**src/rtl/sdram_pt_pkg.sv**
```systemverilog
// Package: shared types for the SDRAM open-page tracker.
// Assumes the plan encoding below is decoded by the command sequencer.
package sdram_pt_pkg;
    typedef enum logic [1:0] {
        PLAN_ACCESS  = 2'd0,
        PLAN_ACT     = 2'd1,
        PLAN_PRE_ACT = 2'd2
    } plan_kind_t;
endpackage

```
**src/rtl/pt_region_state.sv**
```systemverilog
// Module: page state of one chip-select region (open row + bank active bits).
// Assumes refresh has priority over a plan update in the same cycle.
module pt_region_state #(
    parameter int BANKS  = 4,
    parameter int ROW_W  = 13,
    localparam int BANK_W = $clog2(BANKS)
) (
    input  logic              clk,
    input  logic              rst_n,
    input  logic              refresh_i,
    input  logic              upd_i,
    input  logic              clear_i,
    input  logic [BANK_W-1:0] bank_i,
    input  logic [ROW_W-1:0]  row_i,
    output logic [BANKS-1:0]  act_o,
    output logic [ROW_W-1:0]  row_o
);
    logic [BANKS-1:0] bank_hot;

    // Decode the addressed bank into a one-hot mask.
    always_comb begin
        bank_hot = '0;
        bank_hot[bank_i] = 1'b1;
    end

    // Track active banks and the open row of this region.
    always_ff @(posedge clk) begin
        if (!rst_n) begin
            act_o <= '0;
            row_o <= '0;
        end else if (refresh_i) begin
            act_o <= '0;
        end else if (upd_i) begin
            act_o <= clear_i ? bank_hot : (act_o | bank_hot);
            row_o <= row_i;
        end
    end

    p_refresh_closes_r9: assert property (@(posedge clk) disable iff (!rst_n)
        refresh_i |=> (act_o == '0));
    p_update_sets_bank_r7: assert property (@(posedge clk) disable iff (!rst_n)
        (upd_i && !refresh_i) |=> act_o[$past(bank_i)]);
    p_precharge_single_r8: assert property (@(posedge clk) disable iff (!rst_n)
        (upd_i && clear_i && !refresh_i) |=> ($countones(act_o) == 1));
endmodule

```
**src/rtl/pt_decide.sv**
```systemverilog
// Module: combinational command-plan decision for one request.
// Assumes a region with no active bank has no open page.
module pt_decide
    import sdram_pt_pkg::*;
#(
    parameter int BANKS  = 4,
    parameter int ROW_W  = 13,
    localparam int BANK_W = $clog2(BANKS)
) (
    input  logic [BANKS-1:0]  act_i,
    input  logic [ROW_W-1:0]  open_row_i,
    input  logic [BANK_W-1:0] bank_i,
    input  logic [ROW_W-1:0]  row_i,
    input  logic              force_act_i,
    output plan_kind_t        kind_o
);
    logic page_open;
    logic row_hit;

    // Classify the request against the region's open page.
    always_comb begin
        page_open = |act_i;
        row_hit   = (open_row_i == row_i);
        if (force_act_i || !page_open)
            kind_o = PLAN_ACT;
        else if (!row_hit)
            kind_o = PLAN_PRE_ACT;
        else if (!act_i[bank_i])
            kind_o = PLAN_ACT;
        else
            kind_o = PLAN_ACCESS;
    end
endmodule

```
**src/rtl/sdram_page_tracker.sv**
```systemverilog
// Module: open-page tracker for all chip-select regions; registers one plan
// at a time and applies it to the page state when the sequencer accepts it.
// Assumes refresh_start is a single-cycle pulse from the refresh scheduler.
module sdram_page_tracker
    import sdram_pt_pkg::*;
#(
    parameter int NUM_CS = 4,
    parameter int BANKS  = 4,
    parameter int ROW_W  = 13,
    localparam int CS_W   = (NUM_CS > 1) ? $clog2(NUM_CS) : 1,
    localparam int BANK_W = $clog2(BANKS)
) (
    input  logic              clk,
    input  logic              rst_n,
    input  logic              req_valid,
    output logic              req_ready,
    input  logic [CS_W-1:0]   req_cs,
    input  logic [BANK_W-1:0] req_bank,
    input  logic [ROW_W-1:0]  req_row,
    input  logic              req_write,
    input  logic              refresh_start,
    output logic              plan_valid,
    input  logic              plan_ready,
    output logic [1:0]        plan_kind,
    output logic [CS_W-1:0]   plan_cs,
    output logic [BANK_W-1:0] plan_bank,
    output logic [ROW_W-1:0]  plan_row,
    output logic              plan_write
);
    logic [NUM_CS-1:0][BANKS-1:0] act_all;
    logic [NUM_CS-1:0][ROW_W-1:0] row_all;
    plan_kind_t                   dec_kind;
    logic                         accept;
    logic                         take;

    assign req_ready = !plan_valid;
    assign accept    = plan_valid && plan_ready;
    assign take      = req_valid && req_ready;

    for (genvar g = 0; g < NUM_CS; g++) begin : g_region
        pt_region_state #(.BANKS(BANKS), .ROW_W(ROW_W)) u_state (
            .clk       (clk),
            .rst_n     (rst_n),
            .refresh_i (refresh_start),
            .upd_i     (accept && (plan_cs == CS_W'(g))),
            .clear_i   (plan_kind == PLAN_PRE_ACT),
            .bank_i    (plan_bank),
            .row_i     (plan_row),
            .act_o     (act_all[g]),
            .row_o     (row_all[g])
        );
    end

    pt_decide #(.BANKS(BANKS), .ROW_W(ROW_W)) u_decide (
        .act_i       (act_all[req_cs]),
        .open_row_i  (row_all[req_cs]),
        .bank_i      (req_bank),
        .row_i       (req_row),
        .force_act_i (refresh_start),
        .kind_o      (dec_kind)
    );

    // Register a new plan, retire an accepted one, demote a pending one on refresh.
    always_ff @(posedge clk) begin
        if (!rst_n) begin
            plan_valid <= 1'b0;
            plan_kind  <= PLAN_ACCESS;
            plan_cs    <= '0;
            plan_bank  <= '0;
            plan_row   <= '0;
            plan_write <= 1'b0;
        end else if (take) begin
            plan_valid <= 1'b1;
            plan_kind  <= dec_kind;
            plan_cs    <= req_cs;
            plan_bank  <= req_bank;
            plan_row   <= req_row;
            plan_write <= req_write;
        end else begin
            if (accept)
                plan_valid <= 1'b0;
            else if (refresh_start && plan_valid)
                plan_kind <= PLAN_ACT;
        end
    end

    p_take_shows_plan_r2: assert property (@(posedge clk) disable iff (!rst_n)
        take |=> plan_valid);
    p_plan_hold_r3: assert property (@(posedge clk) disable iff (!rst_n)
        (plan_valid && !plan_ready && !refresh_start) |=>
            (plan_valid && $stable(plan_kind) && $stable(plan_row) && $stable(plan_bank)));
    p_access_on_open_bank_r6: assert property (@(posedge clk) disable iff (!rst_n)
        (plan_valid && plan_kind == PLAN_ACCESS) |->
            (act_all[plan_cs][plan_bank] && row_all[plan_cs] == plan_row));
    p_refresh_demotes_r9: assert property (@(posedge clk) disable iff (!rst_n)
        (refresh_start && (plan_valid || take) && !accept) |=> (plan_kind == PLAN_ACT));
endmodule

```
**config.mk**
```make
export PLATFORM = sky130hd
export DESIGN_NAME = sdram_page_tracker
export DESIGN_NICKNAME = d
export VERILOG_FILES = /design/src/rtl/sdram_pt_pkg.sv /design/src/rtl/pt_region_state.sv /design/src/rtl/pt_decide.sv /design/src/rtl/sdram_page_tracker.sv
export SDC_FILE = /design/constraint.sdc
export NUM_CORES = 1
export LEC_CHECK = 0
export ABC_AREA = 1
export BUFFER_PORTS_ARGS = -buffer_cell sky130_fd_sc_hd__buf_4
export CORE_MARGIN = 5
export CORE_UTILIZATION = 53
export DETAILED_ROUTE_END_ITERATION = 10
export PLACE_DENSITY = 0.76
export SYNTH_ARGS = -nofsm -noshare
export SYNTH_HDL_FRONTEND = slang
export SYNTH_SLANG_ARGS = --single-unit
```
**constraint.sdc**
```tcl
create_clock -name clk -period 1.5 [get_ports clk]
set_clock_uncertainty 0.05 [all_clocks]
set_input_delay 0.075 -clock clk [delete_from_list [all_inputs] [get_ports clk]]
set_output_delay 0.075 -clock clk [all_outputs]
set_load 0.02 [all_outputs]
```
==> results.json, run 1 <==
{
  "track_usage": 0.240,
  "initial_core_util": 0.543,
  "rsz0062_at_grt": "true",
  "final_core_util": 0.659,
  "vias": 4235,
  "p_switching_mw": 1.36,
  "status": "finished clean",
  "wl_per_cell_um": 14.8,
  "syn_area_mm2": 0.00417,
  "cp_slowest_cell": "dfxtp_2",
  "power_leakage_nw": 1.97,
  "ir_drop_mv": 0.649,
  "yosysSeqAreaShare": 0.427,
  "crit_end": "g_region[1].u_state.act_o[0]",
  "worstSetupPathType": "register to register",
  "power_frac_comb": 0.135,
  "core.rowCount": 32,
  "startpoint": "plan_valid",
  "grt_max_degree": 43,
  "clkLatencyLatePin_ns": 0.36,
  "crit_path_max_incr_delay_ns": 0.40,
  "reg2reg_to": "g_region[1].u_state.act_o[0]",
  "r2r_cells": 6,
  "final_nets": 684,
  "tritoncts": "yes",
  "fin_cells": 768,
  "post-route-period-util": 0.916,
  "clkPwrFrac": 0.371,
  "postCtsSetupRepairBufs": 0,
  "via_per_inst": 5.51,
  "cp_cell_sequence": "nand2_4 -> nor3_4 -> buf_4 -> nand2_1 -> nand2_1 -> a21oi_1",
  "crit_fanout": 14,
  "r2r_slack_ns": 0.13,
  "seqPwrFrac": 0.494,
  "yosys_most_used_dff": "dfxtp_1",
  "critical_path.startpoint_type": "register",
  "final_common_cell": "nand2_1",
  "p_int_mw": 3.71,
  "dp_hpwl_um": 7670,
  "drt_iter0_drc": 269,
  "n_fill_cell": 706,
  "routed_wl_um": 11400,
  "async_flop_share": 0,
  "die_h_um": 98.7,
  "dieWidth_um": 98.7,
  "cp-end-kind": "register",
  "final-hold-violation-count": 0,
  "pin_count": 45,
  "avgSynthCellArea_um2": 6.99,
  "area_growth_pct": 21.4,
  "syn_inst": 597,
  "cap_violations": 0,
  "grt_pass1_vias": 3862,
  "timing.hold.ws_ns": 0.0211,
  "gr-total-overflow": 0,
  "final_cell_mix": "nand2_1 (190), dfxtp_1 (81), nand3_1 (72), buf_4 (67), a21oi_1 (64)",
  "clk_pin_slew_ns": 0.09,
  "fin_crit_ns": 1.37,
  "drtPass1Iterations": 5,
  "tightest_slew_ns": 0.389,
  "core-area_mm2": 0.00769,
  "yosysUniqueCellTypes": 26,
  "io_buffer_count": 44,
  "path_common_cell": "nand2_1",
  "hold_class": "primary input to register",
  "dieArea_mm2": 0.00974,
  "dp_cells": 735,
  "drive_gt1_frac": 0.188,
  "numCtsBuffers": 9,
  "maxSlewViolCount": 0,
  "finalPower_mw": 5.07,
  "rr_startpoint": "plan_valid",
  "setup_viol": 0,
  "antenna_found_initial": 0,
  "route.detailed.drc": 0,
  "clock_sinks": 89,
  "p_per_area_mw_per_mm2": 1000,
  "switching_share": 0.268,
  "cts_buffer_depth": 2,
  "htreeDepth": 3,
  "ctsRootBufferMaster": "clkbuf_8",
  "ys_ff_latch": 89,
  "cp_data_required_time_ns": 1.71,
  "relSlewSlack": 0.739,
  "synth_nets": 620,
  "synth_edf_count": 0,
  "gp_congestion": 0.933,
  "grt_pass1_wl_um": 18800,
  "ys_warn_count": 0,
  "max_freq_mhz": 728,
  "n_antenna_cell": 0,
  "drtAntennaViolNets": 0,
  "crit_arrival_ns": 1.58
}
==> worst min-delay path by stage <==
stage	startpoint	end	slack (ns)	cells after the start
after floorplan	rst_n	plan_bank[1]	0.16	2
after global placement	req_write	plan_write	0.28	3
after detailed placement	req_valid	plan_valid	0.28	3
after CTS	refresh_start	plan_kind[0]	0.07	4
after global routing	plan_ready	plan_valid	0.03	4
final	plan_ready	plan_valid	0.02	4
==> timing repair <==
action	4_1_cts	5_1_grt
setup endpoints to repair	0	15
hold buffers	17	0
hold endpoints to repair	17	0
gates resized for setup	0	12
==> layout make-up <==
cell class              instances  area (µm²)  area share
clock inverters                 5        77.6      0.0153
flip-flops and latches         89        1800       0.355
repair buffers                 86         713       0.141
multi-input cells             455        2110       0.417
inverters                      20        85.1      0.0168
clock buffers                  11         151      0.0299
well taps                     102         128      0.0252
==> per-stage QoR <==
stage               setup slack (ns)  setup TNS (ns)  area [µm²]
detailed placement           -0.0292         -0.0292        4640
finish                         0.126               0        5070
global route                 -0.0285         -0.0296        5070
global placement            -0.00482        -0.00482        4640
CTS                           0.0818               0        5030
floorplan                    -0.0262         -0.0262        4180
==> metal layers <==
metal	routed length, µm	GRT usage
met4	239	0.0903
met3	823	0.0396
met5	0	0
met2	5250	0.389
met1	5080	0.320
==> sequential cells by signal, indices dropped and copies added, names as in the netlist <==
register	count
g_region.u_state.row_o	52
plan_kind	2
plan_cs	2
plan_write	1
g_region.u_state.act_o	16
plan_valid	1
plan_row	13
plan_bank	2
==> cell usage after synthesis (all sizes together) (2+ instances only) <==
cell,n,area [µm²]
a21oi,65,329
clkbuf,15,56.3
nor3,4,65.1
nor2,59,221
inv,18,77.6
clkinv,2,7.51
nand3,81,440
o21ai,32,160
nand2,201,782
nand3b,8,60.1
buf,18,154
o211ai,2,15.0
dfxtp,89,1780
==> power by group through the flow <==
| stage | sequential (mW) | clock (mW) | combinational, mW |
|---|---|---|---|
| after floorplan | 2.59 | 0 | 0.347 |
| after global placement | 2.55 | 0 | 0.630 |
| after detailed placement | 2.56 | 0 | 0.640 |
| after CTS | 2.50 | 1.92 | 0.676 |
| after global routing | 2.51 | 2.00 | 0.747 |
| final | 2.50 | 1.88 | 0.683 |
==> cells by family after synthesis <==
group / Yosys count / share of synthesized area
buffers and inverters: 53 / 0.0708
XOR/XNOR: 1 / 0.00210
AND/OR/NAND/NOR: 354 / 0.378
AO/OA/AOI/OAI: 100 / 0.122
flip-flops: 89 / 0.427
==> worst max-delay path, delay by kind of cell (launching register included) <==
kind / cells / cell delay, ns
AO/OA/AOI/OAI: 1 / 0.06
buffers and inverters: 1 / 0.25
flip-flops: 1 / 0.40
AND/OR/NAND/NOR: 4 / 0.51
No activity file was read; power rests on OpenSTA's default activity.
==> run 2, diff against run 1 <==
- CORE_UTILIZATION: 53 -> 55
- PLACE_DENSITY: 0.76 -> 0.75
- clock period: 1.5 -> 1.62 ns (I/O delays scaled with it)
==> run 2 against run 1 <==
  * Critical path depth stayed put
  * Core utilization is 2.8 points higher
  * Wire length is 3.2% higher
  * Non-clock buffer count is 3 higher
  * Hold slack better by 0.0044 ns
  * Maximum frequency is 12% lower
  * Cell area is 0.57% lower
  * Worst setup slack worse by 0.064 ns
  * Final cell count stayed put
  * Power is 9.5% lower
  * Clock-buffer cell count is 1 lower
  * Register-to-register slack worse by 0.06 ns
  * Critical path type unchanged
  * Largest cell class unchanged
  * Largest power group unchanged
==> results.json, run 2 (same netlist as run 1, synthesis figures left out) <==
{
  "area_growth_pct": 20.8,
  "io_buffer_count": 44,
  "grt_max_degree": 43,
  "n_fill_cell": 631,
  "clk_pin_slew_ns": 0.10,
  "via_per_inst": 5.54,
  "htreeDepth": 3,
  "die_h_um": 97.1,
  "cts_buffer_depth": 2,
  "grt_pass1_vias": 3877,
  "wl_per_cell_um": 15.3,
  "dp_cells": 732,
  "routed_wl_um": 11800,
  "n_antenna_cell": 0,
  "largest_register": "g_region.u_state.row_o",
  "track_usage": 0.250,
  "cap_violations": 0,
  "drtAntennaViolNets": 0,
  "initial_core_util": 0.569,
  "hold_class": "primary input to register",
  "power_leakage_nw": 1.96,
  "clock_sinks": 89,
  "startpoint": "plan_valid",
  "met2_length_um": 5450,
  "met1Wirelength_um": 5220,
  "clkLatencyLatePin_ns": 0.37,
  "cp_data_required_time_ns": 1.89,
  "worstHoldStart": "req_bank[0]",
  "crit_fanout": 18,
  "r2r_cells": 6,
  "max_freq_mhz": 642,
  "drt_iter0_drc": 271,
  "multi_input_area_mm2": 0.00210,
  "antenna_found_initial": 0,
  "tightest_slew_ns": 0.547,
  "dieWidth_um": 97.1,
  "drtPass1Iterations": 5,
  "tritoncts": "yes",
  "dp_hpwl_um": 7890,
  "pin_count": 45,
  "ff_latch_area_mm2": 0.00178,
  "final_nets": 687,
  "p_per_area_mw_per_mm2": 911,
  "ir_drop_mv": 0.531,
  "final_cell_mix": "nand2_1 (189), dfxtp_1 (87), nand3_1 (74), buf_4 (67), a21oi_1 (64)",
  "critical_path.startpoint_type": "register",
  "wl_met3_um": 873,
  "core.rowCount": 31,
  "setup_viol": 0,
  "cp-end-kind": "register",
  "final-hold-violation-count": 0,
  "core-area_mm2": 0.00733,
  "rr_startpoint": "plan_valid",
  "crit_arrival_ns": 1.83,
  "routed.top_layer": "met4",
  "final_common_cell": "nand2_1",
  "ctsRootBufferMaster": "clkbuf_8",
  "final_core_util": 0.687,
  "fin_cells": 768,
  "hold_path_depth": 3,
  "fin_crit_ns": 1.56,
  "top_regs": "g_region.u_state.row_o x52, g_region.u_state.act_o x16, plan_row x13",
  "status": "finished clean",
  "post-route-period-util": 0.962,
  "dieArea_mm2": 0.00943,
  "drive_gt1_frac": 0.175,
  "largest_reg_flops": 52,
  "grt_pass1_wl_um": 19400,
  "relSlewSlack": 0.634,
  "route.detailed.drc": 0,
  "vias": 4252,
  "worstSetupPathType": "register to register",
  "numCtsBuffers": 9,
  "maxSlewViolCount": 0,
  "gp_congestion": 0.885,
  "gr-total-overflow": 0
}
run 2: final timing paths:
kind	to	slack, ns
worst max-delay path	plan_row[8]	0.06
worst min register to register	g_region[1].u_state.row_o[7]	0.42
worst max register to register	plan_row[8]	0.06
worst min-delay path	plan_bank[0]	0.03
run 2: routing by layer:
metal  up-vias  GRT usage
li1       2091          -
met2       169      0.407
met5         -          0
met4         0     0.0788
met3        21     0.0388
met1      1971      0.341
run 2: what timing repair did:
action | 4_1_cts | 5_1_grt
resized for setup | 0 | 5
hold buffers | 19 | 0
setup endpoints to repair | 0 | 22
setup buffers | 0 | 1
hold endpoints to repair | 18 | 0
run 2: through the flow:
stage                     worst slack (ns)  area [µm²]  power [mW]  hold WS, ns  TNS [ns]
after CTS                           0.0318        5020        4.60       0.0144         0
final                               0.0618        5040        4.59       0.0255         0
after detailed placement           -0.0315        4620        2.96        0.293   -0.0508
after global routing              -0.00543        5040        4.79       0.0512  -0.00543
after floorplan                    0.00861        4170        2.72        0.169         0
after global placement            -0.00723        4620        2.95        0.278  -0.00723
run 2: area by class of cell:
class,count,area share
Inverter,20,0.0169
Multi-Input combinational cell,455,0.416
Clock inverter,6,0.0147
Timing Repair Buffer,89,0.146
Sequential cell,89,0.354
Tap cell,99,0.0246
Clock buffer,10,0.0273
run 2: worst max-delay path, stage by stage, from the launching register on:
cell,delay (ns)
dfxtp_2,0.38
inv_1,0.06
nand2_1,0.09
buf_6,0.19
o21ai_0,0.08
dlygate4sd3_1,0.56
nor2_1,0.08
run 2: power by group:
group | internal [mW] | leakage [nW] | switching (mW)
registers | 2.24 | 0.722 | 0.0743
clock network | 0.774 | 0.107 | 0.856
logic | 0.249 | 1.13 | 0.394
==> run 3, diff against run 2 <==
==> constraint.sdc (replaced) <==
create_clock -name clk -period 1.62 [get_ports clk]
set_clock_uncertainty 0.05 [all_clocks]
set_input_delay 0.324 -clock clk [delete_from_list [all_inputs] [get_ports clk]]
set_output_delay 0.324 -clock clk [all_outputs]
set_load 0.02 [all_outputs]
==> run 3 against run 2 <==
  * Non-clock buffer count fell by 14
  * Core utilization is 1.9 points lower
  * Global-route usage increased by 0.19 points
  * Clock power grew 4%
  * Hold slack improved by 0.13 ns
==> results.json, run 3 (same netlist as run 1, synthesis figures left out) <==
{
  "tritoncts": "yes",
  "final_core_util": 0.668,
  "crit_end": "g_region[3].u_state.row_o[1]",
  "routed_wl_um": 11700,
  "cp-end-kind": "register",
  "pin_count": 45,
  "htreeDepth": 3,
  "dp_cells": 736,
  "vias": 4230,
  "tightest_slew_ns": 0.370,
  "wl_per_cell_um": 15.5,
  "via_per_inst": 5.61,
  "r2r_cells": 6,
  "max_freq_mhz": 672,
  "route.detailed.drc": 0,
  "fin_cells": 754,
  "cp_data_required_time_ns": 1.82,
  "dieArea_mm2": 0.00943,
  "n_antenna_cell": 0,
  "r2r_slack_ns": 0.13,
  "largest_reg_flops": 52,
  "post-route-period-util": 0.919,
  "crit_fanout": 8,
  "rsz0062_at_grt": "false",
  "dp_hpwl_um": 8170,
  "clk_pin_slew_ns": 0.09,
  "timing.hold.ws_ns": 0.154,
  "relSlewSlack": 0.752,
  "worstSetupPathType": "register to register",
  "top_regs": "g_region.u_state.row_o x52, g_region.u_state.act_o x16, plan_row x13",
  "dieWidth_um": 97.1,
  "final_common_cell": "nand2_1",
  "grt_max_degree": 35,
  "ctsRootBufferMaster": "clkbuf_8",
  "setup_viol": 0,
  "critical_path.startpoint_type": "register",
  "clkLatencyLatePin_ns": 0.36,
  "hold_class": "primary input to register",
  "core-area_mm2": 0.00733,
  "gp_congestion": 0.913,
  "track_usage": 0.252,
  "finalPower_mw": 4.62,
  "status": "finished clean",
  "drt_iter0_drc": 294,
  "antenna_found_initial": 0,
  "die_h_um": 97.1,
  "maxSlewViolCount": 0,
  "io_buffer_count": 44,
  "power_leakage_nw": 1.91,
  "gr-total-overflow": 0,
  "grt_pass1_vias": 4064,
  "cts_buffer_depth": 2,
  "fin_crit_ns": 1.49,
  "final_nets": 673,
  "crit_arrival_ns": 1.69,
  "rr_startpoint": "plan_valid",
  "reg2reg_to": "g_region[3].u_state.row_o[1]",
  "core.rowCount": 31,
  "drive_gt1_frac": 0.183,
  "area_growth_pct": 17.3,
  "numCtsBuffers": 9,
  "drtPass1Iterations": 5,
  "ir_drop_mv": 0.546,
  "p_per_area_mw_per_mm2": 944,
  "cap_violations": 0,
  "drtAntennaViolNets": 0,
  "final_cell_mix": "nand2_1 (189), dfxtp_1 (88), nand3_1 (74), buf_4 (73), a21oi_1 (64)",
  "startpoint": "plan_valid",
  "initial_core_util": 0.569,
  "clock_sinks": 89,
  "grt_pass1_wl_um": 19600,
  "final-hold-violation-count": 0,
  "largest_register": "g_region.u_state.row_o"
}
-- run 3: cell types whose count changed in the layout (fill, tap and decap cells not counted), sizes merged --
cell,previous run,this run
dlygate4sd3,19,0
buf,70,75
bufinv,1,2
clkinv,5,4
clkinvlp,0,1
inv,20,19
-- run 3: critical path, stage by stage, from the launching register on --
cell	delay, ns
dfxtp_2	0.37
nand2_2	0.16
nor3_4	0.18
nand2_2	0.17
buf_4	0.22
o21ai_0	0.16
nor2_1	0.06
-- run 3: repair_timing --
| action | 4_1_cts | 5_1_grt |
|---|---|---|
| hold buffers | 0 | 0 |
| setup buffers | 0 | 2 |
| endpoints found under the setup margin | 0 | 10 |
| resized for setup | 0 | 1 |
-- run 3: worst min path at each step --
stage                                        startpoint                       endpoint  slack (ns)  cells after the start
after floorplan           g_region[1].u_state.row_o[10]  g_region[1].u_state.row_o[10]        0.39                      2
after global placement     g_region[1].u_state.row_o[8]   g_region[1].u_state.row_o[8]        0.40                      2
after detailed placement   g_region[2].u_state.row_o[9]   g_region[2].u_state.row_o[9]        0.40                      2
after CTS                                     req_valid                     plan_valid        0.16                      3
after global routing                         req_row[6]                    plan_row[6]        0.18                      3
final                                         req_valid                     plan_valid        0.15                      3
-- run 3: cell type report --
type	instances	area, µm²
sequential	89	1780
clock inverter	6	90.1
fill	658	2440
inverter	20	85.1
multi-input combinational	455	2100
clock buffer	10	128
tap	99	124
timing repair buffer	75	588
-- run 3: report_power, final --
group	internal [mW]	switching [mW]	leakage, nW	total, mW
combinational	0.232	0.386	1.08	0.618
sequential	2.24	0.0712	0.722	2.31
clock	0.875	0.818	0.107	1.69
total	3.35	1.28	1.91	4.62
-- run 3: layer usage --
layer,routed length (µm),vias up,GRT usage
met1,5050,1970,0.335
met2,5530,175,0.413
met4,217,0,0.0886
met3,908,23,0.0438
li1,-,2062,-
met5,0,-,0
-- run 3: through the flow --
| step | TNS (ns) | setup WS, ns | area (µm²) |
|---|---|---|---|
| CTS | 0 | 0.105 | 4880 |
| global placement | -0.130 | -0.0780 | 4660 |
| floorplan | 0 | 0.00861 | 4170 |
| detailed placement | -0.214 | -0.125 | 4660 |
| global route | 0 | 0.0142 | 4890 |
| finish | 0 | 0.131 | 4890 |
